File: src/rtl/ctmr16.sv
module ctmr16 #(
  parameter int CW = 16,
  localparam int HW = CW / 2
) (
  input  logic          clk,
  input  logic          rst,
  input  logic          tick,
  input  logic          timer_mode,
  input  logic          wr_en,
  input  logic          wr_hi,
  input  logic [HW-1:0] wr_data,
  input  logic          start,
  input  logic          stop,
  input  logic          rd_lo_strobe,
  input  logic          rd_hi_sel,
  output logic [HW-1:0] rd_data,
  output logic          ready,
  output logic          wave
);

  logic [CW-1:0] preload, cnt;
  logic [HW-1:0] hi_cap;
  logic          running, rdy_q, wave_q;
  logic          at_wrap, step;

  assign at_wrap = (cnt < CW'(2));
  assign step    = running && tick && !(stop && !timer_mode);
  assign rd_data = rd_hi_sel ? hi_cap : cnt[HW-1:0];
  assign ready   = rdy_q;
  assign wave    = wave_q;

  always_ff @(posedge clk) begin
    if (rst) begin
      preload <= '0;
      cnt     <= '0;
      hi_cap  <= '0;
      running <= 1'b0;
      rdy_q   <= 1'b0;
      wave_q  <= 1'b0;
    end else begin
      if (wr_en) begin
        if (wr_hi) preload[CW-1:HW] <= wr_data;
        else       preload[HW-1:0]  <= wr_data;
      end
      if (rd_lo_strobe) hi_cap <= cnt[CW-1:HW];
      if (start) begin
        cnt     <= preload;
        running <= 1'b1;
        rdy_q   <= 1'b0;
        wave_q  <= timer_mode;
      end else begin
        if (step) begin
          if (timer_mode && at_wrap) begin
            cnt    <= preload;
            wave_q <= ~wave_q;
            rdy_q  <= 1'b1;
          end else begin
            cnt <= cnt - CW'(1);
            if (!timer_mode && cnt == CW'(1)) begin
              rdy_q  <= 1'b1;
              wave_q <= 1'b1;
            end
          end
        end
        if (stop) begin
          rdy_q <= 1'b0;
          if (!timer_mode) running <= 1'b0;
        end
      end
    end
  end

  AST_STOP_CLEARS_READY: assert property (@(posedge clk) disable iff (rst)
    (stop && !start) |=> !ready);

  AST_CNT_STEP: assert property (@(posedge clk) disable iff (rst)
    (running && !timer_mode && tick && !start && !stop) |=> (cnt == CW'($past(cnt) - 1'b1)));

  AST_IDLE_HOLD: assert property (@(posedge clk) disable iff (rst)
    (!tick && !start) |=> $stable(cnt));

  AST_TMR_KEEPS_RUNNING: assert property (@(posedge clk) disable iff (rst)
    (running && timer_mode && !start) |=> running);

  AST_WAVE_ONLY_ON_WRAP: assert property (@(posedge clk) disable iff (rst)
    (running && timer_mode && !start && !(tick && at_wrap)) |=> $stable(wave));

endmodule

File: config.mk
export PLATFORM = sky130hd
export DESIGN_NAME = ctmr16
export DESIGN_NICKNAME = d
export VERILOG_FILES = /design/src/rtl/ctmr16.sv
export SDC_FILE = /design/constraint.sdc
export NUM_CORES = 1
export LEC_CHECK = 0
export BUFFER_PORTS_ARGS = -buffer_cell sky130_fd_sc_hd__buf_2
export CAP_MARGIN = 20
export CORE_AREA = 2 2 69 71
export DETAILED_ROUTE_END_ITERATION = 10
export DIE_AREA = 0 0 71 73
export GPL_TIMING_DRIVEN = 0
export PLACE_DENSITY = 0.74
export SLEW_MARGIN = 20
export SYNTH_ARGS = -nofsm -noshare
export SYNTH_HDL_FRONTEND = slang
export SYNTH_SLANG_ARGS = --single-unit
File: constraint.sdc
create_clock -name clk -period 1.9 [get_ports clk]
set_clock_uncertainty 0.15 [all_clocks]
set_input_delay 0.19 -clock clk [delete_from_list [all_inputs] [get_ports clk]]
set_output_delay 0.19 -clock clk [all_outputs]
set_load 0.02 [all_outputs]
==> impl_metrics.json, run 1 <==
{
  "status": "finished with violations",
  "violations": "setup timing",
  "hold_viol_final": 0,
  "min_from": "timer_mode",
  "cts_made_buffers": 5,
  "hpwl_um": 4230,
  "cp_max_fo": 4,
  "syn_avg_cell_area_um2": 8.69,
  "viasPerCell": 6.16,
  "relSlewSlack": 0.513,
  "critPathKind": "reg2reg",
  "vias": 2278,
  "core_um2": 4540,
  "antenna_left": 0,
  "hold_slack_ns": 0.0886,
  "clk_pin_slew_ns": 0.09,
  "io_pins": 28,
  "hold_depth": 3,
  "worst_path_max_delay_cell": "nor4_4",
  "r2r-start": "cnt[14]",
  "finalCritPeriodShare": 1.06,
  "slew_violations": 0,
  "crit_required_ns": 1.97,
  "die_y_um": 73,
  "globalRouteOverflowTotal": 0,
  "worst_slack_ns": -0.116,
  "final_cell_count_no_fill": 370,
  "worst-path-buf-inv": 0,
  "grt_pass1_vias": 2136,
  "powerDensity_nw_per_um2": 789,
  "synth_edf_count": 0,
  "drt_wl_total_um": 6590,
  "port_buffers": 24,
  "yosys_warnings": 0,
  "place_inst": 336,
  "hold_path.class": "in2reg",
  "rows": 25,
  "max_stage_delay_ns": 0.42,
  "netlist_area_um2": 2240,
  "drcViolationCount": 0,
  "cp_top_family": "simple AND/OR/NAND/NOR gates",
  "die_area_um2": 5180,
  "crit_chain": "nor4_4 -> and4_4 -> nand2_4 -> a211o_4 -> a31oi_4",
  "start_kind": "flop",
  "max-cap-violations": 0,
  "ys_async_sr_fraction": 0,
  "ys_seq_area_frac": 0.384,
  "gp_congestion": 0.910,
  "wl_per_cell_um": 17.8,
  "clk-insertion-delay-late_ns": 0.31,
  "initial_utilization": 0.494,
  "critPathArrivalTime_ns": 2.09,
  "antenna-diode-count": 0,
  "setup_viol": 12,
  "rsz0062_at_grt": "yes",
  "postSynthCellCount": 258,
  "max_freq_mhz": 496,
  "whs_endpoint": "wave",
  "grt_pass1_wl_um": 10300,
  "synth_area_leader_cell": "dfxtp_1",
  "ir_worst_vdd_mv": 0.440,
  "syn_nets": 278,
  "cts_tree": "built",
  "antenna_found_initial": 0,
  "worst_slew_pin_slew_ns": 0.729,
  "grt_max_degree": 15,
  "layout-drive-gt1-share": 0.316,
  "reg2reg_slack_ns": -0.12,
  "leakagePower_nw": 1.24,
  "synthFlopType": "dfxtp_1",
  "fin_setup_tns_ns": -0.479,
  "clk_path_buf_depth": 2,
  "reg2reg_to": "cnt[9]",
  "critPathCaptureType": "flop",
  "grt_use_total": 0.256,
  "period_needed_ns": 2.02,
  "cts_root_buffer": "clkbuf_8",
  "numClockSinks": 43,
  "synth_top_area_share": 0.384,
  "dr.pass1.iters": 5,
  "die_w_um": 71,
  "ys_ff_latch": 43,
  "ys_types": 56,
  "nets": 335,
  "yosys-top-cells-area": "dfxtp_1 38%, mux2i_1 7.6%, nor2_1 5.2%",
  "reg2reg_depth": 5,
  "syn_to_final_growth_pct": 31.9,
  "cts-htree-levels": 2,
  "drtIter0Drc": 318
}
[flip-flops by register name (all words and copies together) (netlist names)]
register and flops:
cnt 16, hi_cap 8, preload 16, ready 1, running 1, wave 1
[tightest hold or removal path, delay by kind of cell]
kind | cells | cell delay, ns
buf+inv | 2 | 0.21
compound gates | 1 | 0.09
[layout make-up]
cell class | count | area [µm²]
flip-flops and latches | 43 | 886
clock inverters | 3 | 43.8
repair buffers | 50 | 345
clock buffers | 5 | 68.8
well taps | 54 | 67.6
inverters | 7 | 26.3
multi-input cells | 193 | 1430
fillers | 335 | 1580
plain buffers | 15 | 86.3
[per-stage QoR]
stage               worst slack, ns  area, µm²  utilization  total power, W
floorplan                    0.0381       2250            -         0.00131
global placement             -0.243       2430        0.537         0.00142
detailed placement           -0.220       2430        0.537         0.00142
CTS                        -0.00157       2840        0.625         0.00227
global route                 -0.154       2960        0.652         0.00244
finish                       -0.116       2960        0.652         0.00233
[cell usage in the layout, fill, tap and decap left out, types with 4 or more instances in the layout]
master and instances:
mux2i_1 17, clkbuf_8 7, inv_1 5, dfxtp_1 31, dlygate4sd3_1 9, clkbuf_1 11
nor4_1 4, dfxtp_4 4, nor2_1 30, dfxtp_2 8, o21ai_0 9, nor3_1 4
buf_4 16, nand2_1 23, a21oi_1 16, mux2_2 4, a31oi_1 4, nor4_4 4
buf_2 24, nand3_1 14
[timing repair]
item	4_1_cts	5_1_grt
gates resized for setup	31	22
hold buffers	9	0
pin swaps	10	13
setup buffers	11	6
hold endpoints to repair	13	0
endpoints found under the setup margin	18	16
[metal layers]
layer | part of all wire | track usage
met2 | 0.47 | 0.426
met5 | 0 | 0
met4 | 0.032 | 0.103
met1 | 0.42 | 0.321
met3 | 0.081 | 0.0608
[power breakdown]
| part | internal (W) | total [W] | leakage, nW | switching, W |
|---|---|---|---|---|
| logic | 0.000272 | 0.000605 | 0.822 | 0.000333 |
| clock network | 0.000392 | 0.000726 | 0.0581 | 0.000334 |
| registers | 0.000946 | 0.00100 | 0.357 | 0.0000566 |
[worst max-delay path by stage]
stage                     cells past startpoint  startpoint       to  slack [ns]
after detailed placement                      5      cnt[9]  cnt[15]       -0.22
final                                         5     cnt[14]   cnt[9]       -0.12
after floorplan                               5      cnt[9]  cnt[15]        0.04
after global routing                          5     cnt[14]   cnt[9]       -0.15
after global placement                        5      cnt[9]  cnt[15]       -0.24
after CTS                                     6      cnt[8]  cnt[15]      -0.002
[Yosys cell counts (all sizes together) (5+ instances only)]
cell and count:
o21ai 14, a31oi 5, nand2 25, nor4 9
nor2 31, inv 7, a21oi 16, nand3 14
dfxtp 43, clkbuf 13, nor3 7, mux2i 17
[cells by family (layout without fill, tap and decap cells)]
kind of cell | count (synthesis) | after routing | share of synthesized area
compound gates | 61 | 61 | 0.198
fa+ha+maj | 2 | 2 | 0.0112
buf+inv | 22 | 80 | 0.0491
flops | 43 | 43 | 0.384
mux | 21 | 21 | 0.0960
simple gates | 109 | 109 | 0.262
Note: power is estimated with default switching activity, not from simulation.
==> run 2, diff against run 1 <==
CORE_AREA = 2 2 66 68   (was 2 2 69 71)
DIE_AREA = 0 0 68 70   (was 0 0 71 73)
PLACE_DENSITY = 0.87   (was 0.74)
clock period = 2.2 ns   (was 1.9 ns; I/O delays follow)
==> run 2 against run 1 <==
Against the previous run: first-iteration DRC count is 38% lower; the flow now finishes without violations; utilization decreased by 3.0 points; largest cell class unchanged; global-route usage decreased by 0.70 points.
==> impl_metrics.json, run 2 (same netlist as run 1, synthesis figures left out) <==
{
  "start_kind": "input pin",
  "ir_worst_vdd_mv": 0.417,
  "cts_root_buffer": "clkbuf_8",
  "clk_path_buf_depth": 2,
  "setup_viol": 0,
  "place_inst": 334,
  "total_power_w": 0.00179,
  "nets": 312,
  "cp_top_family": "buffers and inverters",
  "clk_pin_slew_ns": 0.07,
  "final_cell_count_no_fill": 345,
  "cp_max_fo": 10,
  "hold_viol_final": 0,
  "die_area_um2": 4760,
  "slew_violations": 0,
  "antenna_left": 0,
  "viasPerCell": 6.17,
  "period_needed_ns": 2.14,
  "globalRouteOverflowTotal": 0,
  "cts_tree": "built",
  "port_buffers": 24,
  "dr.pass1.iters": 6,
  "critPathKind": "in2reg",
  "powerDensity_nw_per_um2": 695,
  "grt_pass1_vias": 1889,
  "leakagePower_nw": 1.08,
  "wl_met2_um": 2570,
  "worst_slew_pin_slew_ns": 0.599,
  "core_um2": 4140,
  "max_stage_delay_ns": 0.54,
  "grt_max_degree": 13,
  "crit_chain": "dlygate4sd3_1 -> buf_2 -> or2b_2 -> nand3_1 -> clkbuf_8 -> o2111a_1 -> or3_1",
  "drt_wl_total_um": 5650,
  "rows": 24,
  "layout-drive-gt1-share": 0.195,
  "max_freq_mhz": 467,
  "relSlewSlack": 0.599,
  "die_y_um": 70,
  "fin_setup_tns_ns": 0,
  "top_layer": "met4",
  "vias": 2129,
  "status": "complete, no violations",
  "drtIter0Drc": 198,
  "crit_required_ns": 2.23,
  "layout_common_cells": "43 x dfxtp_1, 31 x nor2_1, 25 x buf_2, 25 x nand2_1, 17 x mux2i_1",
  "clk-insertion-delay-late_ns": 0.30,
  "initial_utilization": 0.541,
  "critPathArrivalTime_ns": 2.17,
  "largestRegisters": "cnt: 16 flops, preload: 16 flops, hi_cap: 8 flops",
  "wl_met3_um": 492,
  "antenna-diode-count": 0,
  "syn_to_final_growth_pct": 15.0,
  "antenna_found_initial": 0,
  "grt_pass1_wl_um": 9020,
  "drcViolationCount": 0,
  "hold_path.class": "in2reg",
  "worst-path-buf-inv": 3,
  "wl_per_cell_um": 16.4,
  "numClockSinks": 43,
  "n_fill_cell": 375,
  "die_w_um": 68,
  "utilization": 0.622,
  "io_pins": 28,
  "worst_path_max_delay_cell": "dlygate4sd3_1",
  "rsz0062_at_grt": "no",
  "critPathCaptureType": "flop",
  "cts-htree-levels": 2,
  "cts_made_buffers": 5,
  "final_common_cell": "dfxtp_1",
  "gp_congestion": 0.979,
  "grt_use_total": 0.249,
  "max-cap-violations": 0,
  "hpwl_um": 4130,
  "finalCritPeriodShare": 0.973,
  "wl_met1_um": 2470
}
-- run 2: cell types whose count changed in the layout (fill, tap and decap cells not counted), sizes merged --
| cell | previous run | this run |
|---|---|---|
| buf | 42 | 27 |
| bufinv | 1 | 0 |
| clkbuf | 18 | 21 |
| clkinv | 2 | 0 |
| dlygate4sd3 | 9 | 1 |
-- run 2: worst paths after layout --
path | startpoint | to | cells after the start | slack, ns
setup / recovery | stop | cnt[8] | 7 | 0.06
hold / removal | wr_data[6] | preload[6] | 3 | 0.02
setup reg to reg | cnt[2] | cnt[15] | 5 | 0.10
hold reg to reg | preload[15] | preload[15] | 2 | 0.30
-- run 2: layer usage --
metal  GRT usage  vias up
met3      0.0644       13
li1            -     1023
met2       0.378      122
met1       0.341      971
met4      0.0822        0
met5           0        -
-- run 2: what timing repair did --
action                     4_1_cts  5_1_grt
hold endpoints to repair         1        0
hold buffers                     1        0
setup endpoints to repair        1        5
pin swaps                        0        1
resized for setup                1        5
setup buffers                    0        2
-- run 2: worst register-to-register path, stage by stage (launching register included) --
cell,delay [ns]
dfxtp_1,0.39
nor4_1,0.43
nand4_2,0.27
o31ai_4,0.42
nor4b_1,0.11
a211o_1,0.23
-- run 2: per-stage QoR --
step / setup WS [ns] / hold WS (ns) / area (µm²)
floorplan: 0.274 / 0.149 / 2240
global placement: 0.00674 / 0.245 / 2430
detailed placement: 0.00624 / 0.270 / 2430
CTS: 0.0590 / 0.0116 / 2540
global route: 0.00502 / 0.0269 / 2580
finish: 0.0597 / 0.0163 / 2580
-- run 2: area by class of cell --
type	instances	area [µm²]	area share
multi-input cells	193	1300	0.503
flip-flops and latches	43	861	0.334
repair buffers	27	145	0.0563
clock buffers	8	100	0.0388
plain buffers	15	85.1	0.0330
well taps	52	65.1	0.0252
inverters	7	26.3	0.0102
-- run 2: report_power, final --
| group | internal (W) | total, W | switching [W] |
|---|---|---|---|
| registers | 0.000816 | 0.000859 | 0.0000425 |
| logic | 0.000154 | 0.000388 | 0.000234 |
| clock network | 0.000286 | 0.000546 | 0.000260 |
| total | 0.00126 | 0.00179 | 0.000537 |
